===== config.mk =====
export PLATFORM = sky130hd
export DESIGN_NAME = ddr_burst_colgen
export DESIGN_NICKNAME = d
export VERILOG_FILES = /design/src/rtl/colgen_pkg.sv /design/src/rtl/colgen_mode_dec.sv /design/src/rtl/colgen_addr.sv /design/src/rtl/colgen_seq.sv /design/src/rtl/ddr_burst_colgen.sv
export SDC_FILE = /design/constraint.sdc
export NUM_CORES = 1
export LEC_CHECK = 0
export ABC_AREA = 1
export ABC_CLOCK_PERIOD_IN_PS = 2200
export BUFFER_PORTS_ARGS = -buffer_cell sky130_fd_sc_hd__clkbuf_2
export CAP_MARGIN = 20
export CORE_ASPECT_RATIO = 1.25
export CORE_UTILIZATION = 50
export DETAILED_ROUTE_END_ITERATION = 16
export PLACE_DENSITY_LB_ADDON = 0.05
export SLEW_MARGIN = 20
export SYNTH_ARGS = -nofsm -noshare
export SYNTH_HDL_FRONTEND = slang
export SYNTH_SLANG_ARGS = --single-unit

===== constraint.sdc =====
create_clock -name clk -period 2.2 [get_ports clk]
set_clock_uncertainty 0.2 [all_clocks]
set_input_delay 0.11 -clock clk [delete_from_list [all_inputs] [get_ports clk]]
set_output_delay 0.11 -clock clk [all_outputs]
set_load 0.005 [all_outputs]

===== src/rtl/colgen_pkg.sv =====
package colgen_pkg;
  localparam int COL_W    = 9;
  localparam int MAX_LOG  = 3;
  localparam int LEN_W    = $clog2(MAX_LOG + 1);
  localparam int MODE_W   = 4;

  typedef enum logic {ORD_SEQ = 1'b0, ORD_ILV = 1'b1} order_e;

  typedef struct packed {
    logic             legal;
    logic [LEN_W-1:0] len_log;
    order_e           order;
  } mode_cfg_t;
endpackage


===== src/rtl/colgen_mode_dec.sv =====
module colgen_mode_dec
  import colgen_pkg::*;
(
  input  logic [MODE_W-1:0] mode_i,
  output mode_cfg_t         cfg_o
);
  logic [2:0] len_code;

  assign len_code = mode_i[2:0];

  always_comb begin
    cfg_o.order   = order_e'(mode_i[3]);
    cfg_o.legal   = 1'b0;
    cfg_o.len_log = '0;
    if ((len_code != 3'd0) && (len_code[2] == 1'b0)) begin
      cfg_o.legal   = 1'b1;
      cfg_o.len_log = LEN_W'(len_code);
    end
  end
endmodule


===== src/rtl/colgen_addr.sv =====
module colgen_addr
  import colgen_pkg::*;
(
  input  logic [COL_W-1:0]   base_i,
  input  logic [MAX_LOG-1:0] beat_i,
  input  logic [LEN_W-1:0]   len_log_i,
  input  order_e             order_i,
  output logic [COL_W-1:0]   col_o
);
  logic [MAX_LOG-1:0] low_seq;
  logic [MAX_LOG-1:0] low_ilv;
  logic [MAX_LOG-1:0] low_sel;

  assign low_seq = base_i[MAX_LOG-1:0] + beat_i;
  assign low_ilv = base_i[MAX_LOG-1:0] ^ beat_i;
  assign low_sel = (order_i == ORD_ILV) ? low_ilv : low_seq;

  for (genvar i = 0; i < COL_W; i++) begin : g_bit
    if (i < MAX_LOG) begin : g_low
      assign col_o[i] = (LEN_W'(i) < len_log_i) ? low_sel[i] : base_i[i];
    end else begin : g_up
      assign col_o[i] = base_i[i];
    end
  end
endmodule


===== src/rtl/colgen_seq.sv =====
module colgen_seq
  import colgen_pkg::*;
(
  input  logic               clk,
  input  logic               rst_n,
  input  logic               start_i,
  input  logic [COL_W-1:0]   col_i,
  input  mode_cfg_t          cfg_i,
  output logic [COL_W-1:0]   base_o,
  output logic [MAX_LOG-1:0] beat_o,
  output logic [LEN_W-1:0]   len_log_o,
  output order_e             order_o,
  output logic               valid_o,
  output logic               first_o,
  output logic               last_o,
  output logic               err_o
);
  logic               active_q, active_d;
  logic [MAX_LOG-1:0] beat_q, beat_d;
  logic [COL_W-1:0]   base_q, base_d;
  logic [LEN_W-1:0]   len_q, len_d;
  order_e             ord_q, ord_d;
  logic               err_q, err_d;
  logic [MAX_LOG-1:0] last_idx;
  logic               at_end;
  logic               load_en;
  logic               step_en;

  assign last_idx = (MAX_LOG'(1) << len_q) - MAX_LOG'(1);
  assign at_end   = (beat_q == last_idx);
  assign load_en  = start_i && cfg_i.legal;
  assign step_en  = !start_i && active_q;

  always_comb begin
    active_d = active_q;
    beat_d   = beat_q;
    base_d   = base_q;
    len_d    = len_q;
    ord_d    = ord_q;
    err_d    = 1'b0;
    if (start_i) begin
      if (load_en) begin
        active_d = 1'b1;
        beat_d   = '0;
        base_d   = col_i;
        len_d    = cfg_i.len_log;
        ord_d    = cfg_i.order;
      end else begin
        active_d = 1'b0;
        err_d    = 1'b1;
      end
    end else if (step_en) begin
      if (at_end) active_d = 1'b0;
      else        beat_d   = beat_q + MAX_LOG'(1);
    end
  end

  always_ff @(posedge clk or negedge rst_n) begin
    if (!rst_n) begin
      active_q <= 1'b0;
      beat_q   <= '0;
      base_q   <= '0;
      len_q    <= '0;
      ord_q    <= ORD_SEQ;
      err_q    <= 1'b0;
    end else begin
      active_q <= active_d;
      err_q    <= err_d;
      if (load_en || step_en) beat_q <= beat_d;
      if (load_en) begin
        base_q <= base_d;
        len_q  <= len_d;
        ord_q  <= ord_d;
      end
    end
  end

  assign base_o    = base_q;
  assign beat_o    = beat_q;
  assign len_log_o = len_q;
  assign order_o   = ord_q;
  assign valid_o   = active_q;
  assign first_o   = active_q && (beat_q == '0);
  assign last_o    = active_q && at_end;
  assign err_o     = err_q;


  bad_code_chk: assert property (@(posedge clk) disable iff (!rst_n)
    (start_i && !cfg_i.legal) |=> (err_o && !valid_o));

  restart_chk: assert property (@(posedge clk) disable iff (!rst_n)
    (start_i && cfg_i.legal) |=> (valid_o && first_o && base_o == $past(col_i)));

  end_idle_chk: assert property (@(posedge clk) disable iff (!rst_n)
    (last_o && !start_i) |=> !valid_o);

  beat_run_chk: assert property (@(posedge clk) disable iff (!rst_n)
    (valid_o && !last_o && !start_i) |=> (valid_o && beat_o == $past(beat_o) + MAX_LOG'(1)));
endmodule


===== src/rtl/ddr_burst_colgen.sv =====
module ddr_burst_colgen
  import colgen_pkg::*;
(
  input  logic              clk,
  input  logic              rst_n,
  input  logic [MODE_W-1:0] cfg_mode,
  input  logic              burst_start,
  input  logic [COL_W-1:0]  start_col,
  output logic [COL_W-1:0]  beat_col,
  output logic              beat_valid,
  output logic              beat_first,
  output logic              beat_last,
  output logic              cfg_error
);
  logic [1:0]         rst_sync_q;
  logic               rst_int_n;
  mode_cfg_t          dec_cfg;
  logic [COL_W-1:0]   base;
  logic [MAX_LOG-1:0] beat;
  logic [LEN_W-1:0]   len_log;
  order_e             order;
  logic [COL_W-1:0]   win_mask;

  always_ff @(posedge clk or negedge rst_n) begin
    if (!rst_n) rst_sync_q <= 2'b00;
    else        rst_sync_q <= {rst_sync_q[0], 1'b1};
  end
  assign rst_int_n = rst_sync_q[1];

  colgen_mode_dec u_dec (
    .mode_i (cfg_mode),
    .cfg_o  (dec_cfg)
  );

  colgen_seq u_seq (
    .clk       (clk),
    .rst_n     (rst_int_n),
    .start_i   (burst_start),
    .col_i     (start_col),
    .cfg_i     (dec_cfg),
    .base_o    (base),
    .beat_o    (beat),
    .len_log_o (len_log),
    .order_o   (order),
    .valid_o   (beat_valid),
    .first_o   (beat_first),
    .last_o    (beat_last),
    .err_o     (cfg_error)
  );

  colgen_addr u_addr (
    .base_i    (base),
    .beat_i    (beat),
    .len_log_i (len_log),
    .order_i   (order),
    .col_o     (beat_col)
  );

  assign win_mask = (COL_W'(1) << len_log) - COL_W'(1);


  upper_hold_chk: assert property (@(posedge clk) disable iff (!rst_int_n)
    (beat_valid && !beat_first) |-> (((beat_col ^ $past(beat_col)) & ~win_mask) == '0));

  err_quiet_chk: assert property (@(posedge clk) disable iff (!rst_int_n)
    cfg_error |-> !beat_valid);
endmodule


==> results of run 1 <==
## state kept, by name (all words and copies together), names as in the netlist
name	flops
u_seq.valid_o	1
u_seq.err_o	1
rst_sync_q	2
u_seq.base_o	9
u_seq.beat_o	3
u_seq.order_o	1
u_seq.len_log_o	2
## through the flow
stage | hold slack, ns | worst slack, ns
floorplan | -0.386 | 0.574
global placement | -0.304 | 0.398
detailed placement | -0.303 | 0.384
CTS | 0.113 | 0.0366
global route | 0.152 | -0.0385
finish | 0.0967 | 0.0422
## cell type report
class                           instances  area [um^2]  area share (%)
Sequential cell                        19          475            35.4
Multi-Input combinational cell         61          440            32.8
Timing Repair Buffer                   48          335            25.0
Inverter                               11         41.3            3.08
Clock buffer                            4         26.3            1.96
Tap cell                               19         23.8            1.77
## kinds of logic (layout without fill, tap and decap cells)
| logic type | count (synthesis) | in the layout |
|---|---|---|
| adder cells (fa/ha/maj) | 5 | 5 |
| buffers and inverters | 20 | 63 |
| other | 1 | 1 |
| AND/OR/NAND/NOR | 33 | 33 |
| multiplexers | 9 | 9 |
| flip-flops | 19 | 19 |
| XOR/XNOR | 2 | 2 |
| AO/OA/AOI/OAI | 11 | 11 |
## power groups by stage
stage / Sequential [mW] / Clock (mW) / Combinational (mW)
2_1_floorplan: 0.469 / 0 / 0.271
3_3_place_gp: 0.489 / 0 / 0.330
3_5_place_dp: 0.493 / 0 / 0.334
4_1_cts: 0.487 / 0.181 / 0.361
5_1_grt: 0.496 / 0.189 / 0.427
6_report: 0.486 / 0.172 / 0.372
## critical path: cells and delay by family, from the launching register on
family / cells / cell delay, ns
fa+ha+maj: 2 / 0.63
buf+inv: 2 / 0.19
flops: 1 / 0.44
compound gates: 3 / 0.29
## synth_stat cells, drive strengths merged
library cell / number / area (um^2)
inv: 11 / 41.3
clkbuf: 1 / 5.00
nand2: 17 / 68.8
dfrtp: 19 / 475
a21oi: 5 / 28.8
ha: 4 / 50.1
o21ai: 6 / 30.0
conb: 1 / 3.75
nand3: 4 / 20.0
nor2: 9 / 33.8
buf: 8 / 61.3
mux2: 9 / 131
xnor2: 2 / 17.5
fa: 1 / 20.0
nand4: 3 / 25.0
## path summary, 6_finish.rpt
path / end / cells after the start / from / slack, ns
max in group asynchronous: rst_sync_q[1] / 3 / rst_n / 1.23
max reg2reg: u_seq.beat_o[2] / 8 / u_seq.beat_o[1] / 0.75
min: u_seq.base_o[6] / 0 / rst_sync_q[1] / 0.1
min in group clk: rst_sync_q[1] / 0 / rst_sync_q[0] / 0.17
max: beat_col[1] / 7 / u_seq.beat_o[0] / 0.04
min reg2reg: u_seq.base_o[6] / 0 / rst_sync_q[1] / 0.1
## per-layer routing
metal | part of all wire (%) | wire length [um]
met1 | 43 | 817
met2 | 52 | 982
met3 | 3.0 | 57
met4 | 1.5 | 29
met5 | 0 | 0
## repair_timing
action | CTS | global route
hold buffers | 18 | 0
gates resized for setup | 0 | 6
endpoints found under the hold margin | 19 | 0
setup endpoints to repair | 0 | 2
==> metrics.md, run 1 <==
| Metric | Value |
|---|---|
| Outcome | finished, final reports clean |
| Yosys cell types | 21 |
| Max-cap violations | 0 |
| Combinational share of power | between 30% and 40% |
| Share of post-route cells with drive strength above 1 | 35.0% |
| Ant diodes | 0 |
| Synthesis Warnings | 0 |
| Utilization after layout | approximately three quarters |
| CP peak stage delay | ~0.44 ns |
| Crit. End Element | primary output |
| Die area | ~2200 um^2 |
| Post-Synth Simple-Gate Area | approximately 15% |
| Required time worst endpoint | between 1.5 and 2 ns |
| Setup violations, final | 0 |
| Initial Util | ~55% |
| Final Hold Viols | 0 |
| NetSw | roughly 0.34 mW |
| Root Buffer | clkbuf_4 |
| Most used cell, CP | o21ai_0 |
| Post-synthesis compound-gate area fraction | between 5 and 6% |
| Synth Area in XOR/XNOR | 1.73% |
| Sequential share of power | 47.2% |
| IO buf count | 28 |
| Overall power | between 1 and 1.5 mW |
| # DRC | 0 |
| Antenna Nets Post-Route | 0 |
| Yosys reg bits | 19 |
| Crit-path cells | ha_2 -> inv_1 -> fa_2 -> a21oi_2 -> o21ai_0 -> o21ai_0 -> clkbuf_2 |
| Core area | approximately 1800 um^2 |
| Adder-cell share of the synthesized area | a little under 7% |
| Clock period minus worst slack | 2.16 ns |
| Die Y | between 50 and 60 um |
| Design Area, Final | approximately 1300 um^2 |
| GR Util met3 | between 2 and 2.5% |
| Avg WL per Cell | 11.6 um |
| Clk buf depth | 2 |
| Dpl hpwl | 1190 um |
| Placed Area | between 1000 and 1500 um^2 |
| Data arrival time of the critical path | approximately 1.9 ns |
| Die outline width | around 42 um |
| Lkg Pwr | 0.706 nW |
| Type of the tightest min-delay check | reg2async |
| Vias in the first global route | about 730 |
| RSZ-0062 raised after global routing | true |
| Global-route usage over all layers | around a fifth |
| Vias per inst | between 4 and 5 |
| Post-CTS Setup Bufs | 0 |
| Post-Route WL | approximately 1900 um |
| Multiplexer area fraction after synthesis | around an eighth |
| H-tree Lvls | 1 |
| Global Route met2 Usage | 33.8% |
| PD cells | 767 nW/um^2 |
| Area Overhead vs Synth | 32.6% |
| Cell Int Power | around 0.69 mW |
| Final setup TNS | 0 ns |
| Post-synthesis sequential area ratio | between 40% and 50% |
| Placed insts | 140 |
| Slew HR | a little over half |
| CP max stage cell | dfrtp_1 |
| Main combinational cell family by area after synthesis | simple AND/OR/NAND/NOR gates |
| Router iterations before antenna repair | 3 |
| Period utilization | 98.1% |
| CTS buffer count | 3 |
| Avg Synthesized Cell Area | just over 10 um^2 |
| Site Rows | 17 |
| Clock slew at reported path FFs | ~0.10 ns |
| Most frequent cells in the layout | clkbuf_2 (27), dfrtp_1 (19), dlygate4sd3_1 (18) |
| Antenna violations before repair | 0 |
| GRT met1 Usage | a little over a fifth |
| Crit-path max FO | 5 |
| Mapped Cells | 100 |
| CP Class | reg2out |
| Switch share | around 33% |
| Max Fclk | between 400 and 500 MHz |
| Synthesized Nets | ~120 |
| Drt first-iter violations | 6 |
| Non-filler cells, final | 162 |
| First-pass GRT wire length | between 3000 and 4000 um |
| CTS Sinks | 19 |
| IO Count | 29 |
| Cell area after synthesis | 1010 um^2 |
| Max Slew Vio Count | 0 |
| Clk Latency, worst-skew pair | ~0.29 ns |
| Peak VDD IR | 0.496 mV |
| Clk pwr share | 16.7% |
| Nets | between 150 and 200 |
| Least-Margin Pin Slew | just over 0.7 ns |
| Global route overflow | 0 |
| Largest net degree at the start of global routing | 18 |
| TritonCTS clock tree | built |
| Layout fillers | approximately 150 |
| GP Congestion | ~0.73 |
| Most common cell after layout, fill and taps aside | clkbuf_2 |
| CP Launch Type | flip-flop |
| Via Count | between 700 and 800 |
| Most used routing layer in global routing | met2 |
Note: power is estimated with default switching activity, not from simulation.
==> run 2: changes to the inputs <==
==> constraint.sdc (replaced) <==
create_clock -name clk -period 2.2 [get_ports clk]
set_clock_uncertainty 0.2 [all_clocks]
set_input_delay 0.55 -clock clk [delete_from_list [all_inputs] [get_ports clk]]
set_output_delay 0.55 -clock clk [all_outputs]
set_load 0.005 [all_outputs]
==> run 2 against run 1 <==
Against the previous run:
- the run now ends with negative setup slack left
- via count is 5.6% lower
- clock power is 2% higher
- wire length is 9.6% lower
- power is 9.5% higher
- register-to-register slack worse by 0.08 ns
- largest cell class unchanged
- largest power group is now combinational cells
==> metrics.md, run 2 (synthesis gave the netlist of run 1 again) <==
| Metric | Value |
|---|---|
| Outcome | complete, but fails checks (was finished, final reports clean) |
| Violated checks | negative setup slack |
| Initial Util | 55.3% (unchanged) |
| Most frequent cells in the layout | clkbuf_2 (26), dfrtp_1 (17), nand2_1 (14) (was clkbuf_2 (27), dfrtp_1 (19), dlygate4sd3_1 (18)) |
| Most common cell after layout, fill and taps aside | clkbuf_2 (unchanged) |
| Avg WL per Cell | 11.2 um (was 11.6 um) |
| CTS buffer count | 3 (unchanged) |
| Clock slew at reported path FFs | 0.11 ns (was 0.10 ns) |
| Share of post-route cells with drive strength above 1 | 48.9% (was 35.0%) |
| Die Y | 52.3 um (unchanged) |
| Required time worst endpoint | 1.45 ns (was 1.89 ns) |
| Largest net degree at the start of global routing | 18 (unchanged) |
| Post-Route WL | 1710 um (was 1890 um) |
| Die outline width | 42.2 um (unchanged) |
| Layout fillers | 155 (was 148) |
| Vias in the first global route | 702 (was 733) |
| Max reg flops | 9 (unchanged) |
| Ant diodes | 0 (unchanged) |
| Antenna violations before repair | 0 (unchanged) |
| Drt first-iter violations | 8 (was 6) |
| Lkg Pwr | 0.665 nW (was 0.706 nW) |
| Final Hold Viols | 0 (unchanged) |
| RSZ-0062 raised after global routing | true (unchanged) |
| Placed insts | 143 (was 140) |
| PD cells | 903 nW/um^2 (was 767 nW/um^2) |
| Max Fclk | 399 MHz (was 463 MHz) |
| CTS Sinks | 19 (unchanged) |
| Global route overflow | 0 (unchanged) |
| Sequential share of power | 42.0% (was 47.2%) |
| Switch share | 34.5% (was 33.5%) |
| CP Class | reg2out (unchanged) |
| Router iterations before antenna repair | 4 (was 3) |
| Core area | 1830 um^2 (unchanged) |
| First-pass GRT wire length | 2810 um (was 3080 um) |
| Overall power | 1.13 mW (was 1.03 mW) |
| Dpl hpwl | 1260 um (was 1190 um) |
| Site Rows | 17 (unchanged) |
| Via Count | 741 (was 785) |
| Data arrival time of the critical path | 1.75 ns (was 1.85 ns) |
| Nets | 155 (was 165) |
| Vias per inst | 4.88 (was 4.85) |
| Antenna Nets Post-Route | 0 (unchanged) |
| Type of the tightest min-delay check | reg2async (unchanged) |
| IO buf count | 28 (unchanged) |
| Seq. cell area | 478 um^2 (was 475 um^2) |
| Max-cap violations | 0 (unchanged) |
| NetSw | 0.389 mW (was 0.345 mW) |
| Area of the multi-input gates | 458 um^2 (was 440 um^2) |
| Peak VDD IR | 0.448 mV (was 0.496 mV) |
| Die area | 2210 um^2 (unchanged) |
| Fin Hold WS | 0.0875 ns (was 0.0967 ns) |
| H-tree Lvls | 1 (unchanged) |
| Slew HR | 54.8% (was 53.1%) |
| CP Launch Type | flip-flop (unchanged) |
| TritonCTS clock tree | built (unchanged) |
| Final setup TNS | -0.565 ns (was 0 ns) |
| Cell Int Power | 0.739 mW (was 0.685 mW) |
| IO Count | 29 (unchanged) |
| Combinational share of power | 42.4% (was 36.1%) |
| Least-Margin Pin Slew | 0.678 ns (was 0.704 ns) |
| Global-route usage over all layers | 16.9% (was 19.0%) |
| # DRC | 0 (unchanged) |
| Clock period minus worst slack | 2.50 ns (was 2.16 ns) |
| Max Slew Vio Count | 0 (unchanged) |
| Final worst slack | -0.304 ns (was 0.0422 ns) |
| Setup violations, final | 2 (was 0) |
| Crit-path max FO | 2 (was 5) |
| Clk pwr share | 15.6% (was 16.7%) |
| Area Overhead vs Synth | 23.4% (was 32.6%) |
| GP Congestion | 0.697 (was 0.726) |
| Period utilization | 114% (was 98.1%) |
| Clk Latency, worst-skew pair | 0.29 ns (about the same) |
| Crit. End Element | primary output (unchanged) |
| Root Buffer | clkbuf_4 (unchanged) |
| Non-filler cells, final | 152 (was 162) |
| Clk buf depth | 2 (unchanged) |
| Utilization after layout | 68.3% (was 73.4%) |
[run 2: final timing paths]
path / from / endpoint / slack, ns / cells past startpoint
setup / recovery: u_seq.beat_o[0] / beat_col[1] / -0.30 / 7
hold / removal: rst_sync_q[1] / u_seq.base_o[2] / 0.09 / 0
setup reg to reg: u_seq.len_log_o[1] / u_seq.beat_o[2] / 0.67 / 9
hold reg to reg: rst_sync_q[1] / u_seq.base_o[2] / 0.09 / 0
max in group asynchronous: rst_sync_q[1] / u_seq.beat_o[2] / 1.24 / 0
min in group clk: rst_sync_q[0] / rst_sync_q[1] / 0.17 / 0
[run 2: routing by layer]
layer	GRT usage [%]	vias to the layer above	part of all wire (%)
met4	4.69	0	0
met1	19.1	346	43
li1	-	380	-
met2	32.3	15	54
met5	0	-	0
met3	3.10	0	3.0
[run 2: critical path, cell delays in order, from the launching register on]
cell,delay [ns]
dfrtp_1,0.41
ha_2,0.19
inv_2,0.05
fa_2,0.44
a21oi_2,0.13
o21ai_1,0.07
o21ai_1,0.06
buf_2,0.12
[run 2: metrics by stage]
stage	setup WS (ns)	cell area, um^2
2_1_floorplan	0.134	1010
3_3_place_gp	0.0304	1150
3_5_place_dp	-0.0000453	1150
4_1_cts	-0.328	1210
5_1_grt	-0.444	1250
6_report	-0.304	1250
[run 2: layout make-up]
class / instances / share of cell area, %
Tap cell: 19 / 1.90
Timing Repair Buffer: 38 / 17.4
Multi-Input combinational cell: 61 / 36.7
Clock inverter: 1 / 0.601
Inverter: 11 / 3.31
Sequential cell: 19 / 38.3
Clock buffer: 3 / 1.80
[run 2: timing repair]
action | in CTS | in global routing
setup buffers | 1 | 3
endpoints found under the hold margin | 2 | 0
pin swaps | 5 | 4
setup endpoints to repair | 2 | 4
hold buffers | 1 | 0
gates resized for setup | 8 | 10
[run 2: power by group through the flow]
stage          clock network, mW  logic, mW  registers [mW]
2_1_floorplan                  0      0.271           0.469
3_3_place_gp                   0      0.381           0.472
3_5_place_dp                   0      0.392           0.476
4_1_cts                    0.186      0.419           0.471
5_1_grt                    0.197      0.540           0.483
6_report                   0.176      0.478           0.474
==> run 3: changes to the inputs <==
- SETUP_SLACK_MARGIN: default -> 0.1
==> run 3 against run 2 <==
Against the previous run:
- the flow still finishes with violations (negative setup slack)
- sequential share of layout area about the same
- cell count did not move
- clock-buffer cell count stayed put
- critical path depth did not move
- wire length is 4.3% higher
- global-route usage increased by 0.59 points
- via count is 0.54% higher
- non-clock buffer count is the same
- sequential cell count unchanged
- first-iteration DRC count decreased by 38%
- register-to-register slack lost 0.03 ns
- design area up 0.10%
- largest cell class unchanged
- largest power group is now sequential cells
==> metrics.md, run 3 (synthesis gave the netlist of run 1 again) <==
| Metric | Value |
|---|---|
| Outcome | complete, but fails checks (unchanged) |
| Violated checks | negative setup slack (unchanged) |
| Clk Latency, worst-skew pair | 0.29 ns (about the same) |
| CTS Sinks | 19 (unchanged) |
| Nets | 155 (unchanged) |
| Ant diodes | 0 (unchanged) |
| Antenna violations before repair | 0 (unchanged) |
| Site Rows | 17 (unchanged) |
| Avg WL per Cell | 11.7 um (was 11.2 um) |
| Peak VDD IR | 0.472 mV (was 0.448 mV) |
| NetSw | 0.389 mW (about the same) |
| IO buf count | 28 (unchanged) |
| Least-Margin Pin Slew | 0.682 ns (was 0.678 ns) |
| R2R Path Start | u_seq.beat_o[0] (was u_seq.len_log_o[1]) |
| Lkg Pwr | 0.669 nW (was 0.665 nW) |
| Clk pwr share | 16.2% (was 15.6%) |
| Most frequent cells in the layout | clkbuf_2 (26), dfrtp_1 (17), nand2_1 (14) (unchanged) |
| Initial Util | 55.3% (unchanged) |
| Final worst slack | -0.293 ns (was -0.304 ns) |
| Area Overhead vs Synth | 23.5% (was 23.4%) |
| Max Fclk | 401 MHz (was 399 MHz) |
| Drt first-iter violations | 5 (was 8) |
| Die Y | 52.3 um (unchanged) |
| Utilization after layout | 68.3% (about the same) |
| Most common cell after layout, fill and taps aside | clkbuf_2 (unchanged) |
| Setup violations, final | 3 (was 2) |
| GP Congestion | 0.697 (unchanged) |
| Clock period minus worst slack | 2.49 ns (was 2.50 ns) |
| Via Count | 745 (was 741) |
| Period utilization | 113% (was 114%) |
| First-pass GRT wire length | 2910 um (was 2810 um) |
| Router iterations before antenna repair | 4 (unchanged) |
| Max Slew Vio Count | 0 (unchanged) |
| Global-route usage over all layers | 17.5% (was 16.9%) |
| Switch share | 34.7% (was 34.5%) |
| Placed insts | 143 (unchanged) |
| Largest net degree at the start of global routing | 18 (unchanged) |
| Final Hold Viols | 0 (unchanged) |
| Dpl hpwl | 1260 um (unchanged) |
| Max reg flops | 9 (unchanged) |
| Cell Int Power | 0.731 mW (was 0.739 mW) |
| Type of the tightest min-delay check | reg2async (unchanged) |
| Post-Route WL | 1780 um (was 1710 um) |
| PD cells | 896 nW/um^2 (was 903 nW/um^2) |
| H-tree Lvls | 1 (unchanged) |
| Clk buf depth | 2 (unchanged) |
| Max-cap violations | 0 (unchanged) |
| Vias in the first global route | 697 (was 702) |
| Core area | 1830 um^2 (unchanged) |
| Crit-path max FO | 2 (unchanged) |
| Antenna Nets Post-Route | 0 (unchanged) |
| Cells on worst reg2reg path | 9 (unchanged) |
| Root Buffer | clkbuf_4 (unchanged) |
| Combinational share of power | 41.0% (was 42.4%) |
| CTS buffer count | 3 (unchanged) |
| Crit. End Element | primary output (unchanged) |
| Clock slew at reported path FFs | 0.12 ns (was 0.11 ns) |
| Register-to-register setup slack | 0.64 ns (was 0.67 ns) |
| IO Count | 29 (unchanged) |
| Slew HR | 54.5% (was 54.8%) |
| Fin Hold WS | 0.0899 ns (was 0.0875 ns) |
| RSZ-0062 raised after global routing | true (unchanged) |
| TritonCTS clock tree | built (unchanged) |
| # DRC | 0 (unchanged) |
| Die outline width | 42.2 um (unchanged) |
| Die area | 2210 um^2 (unchanged) |
| Global route overflow | 0 (unchanged) |
| Required time worst endpoint | 1.45 ns (about the same) |
| CP Class | reg2out (unchanged) |
| Share of post-route cells with drive strength above 1 | 48.9% (unchanged) |
| Data arrival time of the critical path | 1.74 ns (was 1.75 ns) |
| Vias per inst | 4.90 (was 4.88) |
| CP Launch Type | flip-flop (unchanged) |
| Sequential share of power | 42.9% (was 42.0%) |
| R2R Path End | u_seq.beat_o[2] (unchanged) |
| Non-filler cells, final | 152 (unchanged) |
-- run 3: cell type report --
class | instances | area, um^2
fillers | 155 | 579
flip-flops and latches | 19 | 478
multi-input cells | 61 | 459
repair buffers | 38 | 218
inverters | 11 | 41.3
well taps | 19 | 23.8
clock buffers | 3 | 22.5
clock inverters | 1 | 7.51
-- run 3: power groups by stage --
stage	combinational, mW	sequential [mW]	clock [mW]
after floorplan	0.271	0.469	0
after global placement	0.381	0.472	0
after detailed placement	0.392	0.476	0
after CTS	0.453	0.479	0.186
after global routing	0.523	0.489	0.199
final	0.459	0.480	0.181
-- run 3: stage by stage --
step	worst slack, ns	power, mW	setup TNS, ns	area (um^2)
6_report	-0.293	1.12	-0.592	1250
5_1_grt	-0.405	1.21	-0.907	1250
4_1_cts	-0.318	1.12	-0.609	1230
3_5_place_dp	-0.0000453	0.868	-0.0000453	1150
3_3_place_gp	0.0304	0.853	0	1150
2_1_floorplan	0.134	0.739	0	1010
-- run 3: timing repair --
action | in CTS | in global routing
gates resized for setup | 15 | 4
pin swaps | 6 | 6
hold buffers | 1 | 0
setup endpoints to repair | 5 | 5
setup buffers | 2 | 2
endpoints found under the hold margin | 2 | 0
-- run 3: worst max path at each step --
stage	startpoint	endpoint	slack, ns	depth (start not counted)
floorplan	u_seq.beat_o[0]	beat_col[2]	0.13	7
global placement	u_seq.base_o[0]	beat_col[1]	0.03	7
detailed placement	u_seq.base_o[0]	beat_col[1]	-0.00005	7
CTS	u_seq.beat_o[0]	beat_col[2]	-0.32	8
global route	u_seq.beat_o[0]	beat_col[1]	-0.40	7
finish	u_seq.base_o[0]	beat_col[1]	-0.29	7
-- run 3: routing by layer --
metal | wire length [um] | track usage [%] | part of all wire, %
met1 | 740 | 20.8 | 42
met5 | 0 | 0 | 0
met4 | 0 | 4.69 | 0
met3 | 56 | 3.10 | 3.1
met2 | 981 | 32.3 | 55
-- run 3: worst max-delay path, cell delays in order (launching register included) --
cell and delay, ns:
dfrtp_1 0.44, ha_4 0.17, inv_2 0.05, fa_2 0.43
a21oi_2 0.12, o21ai_1 0.07, o21ai_1 0.06, buf_2 0.12
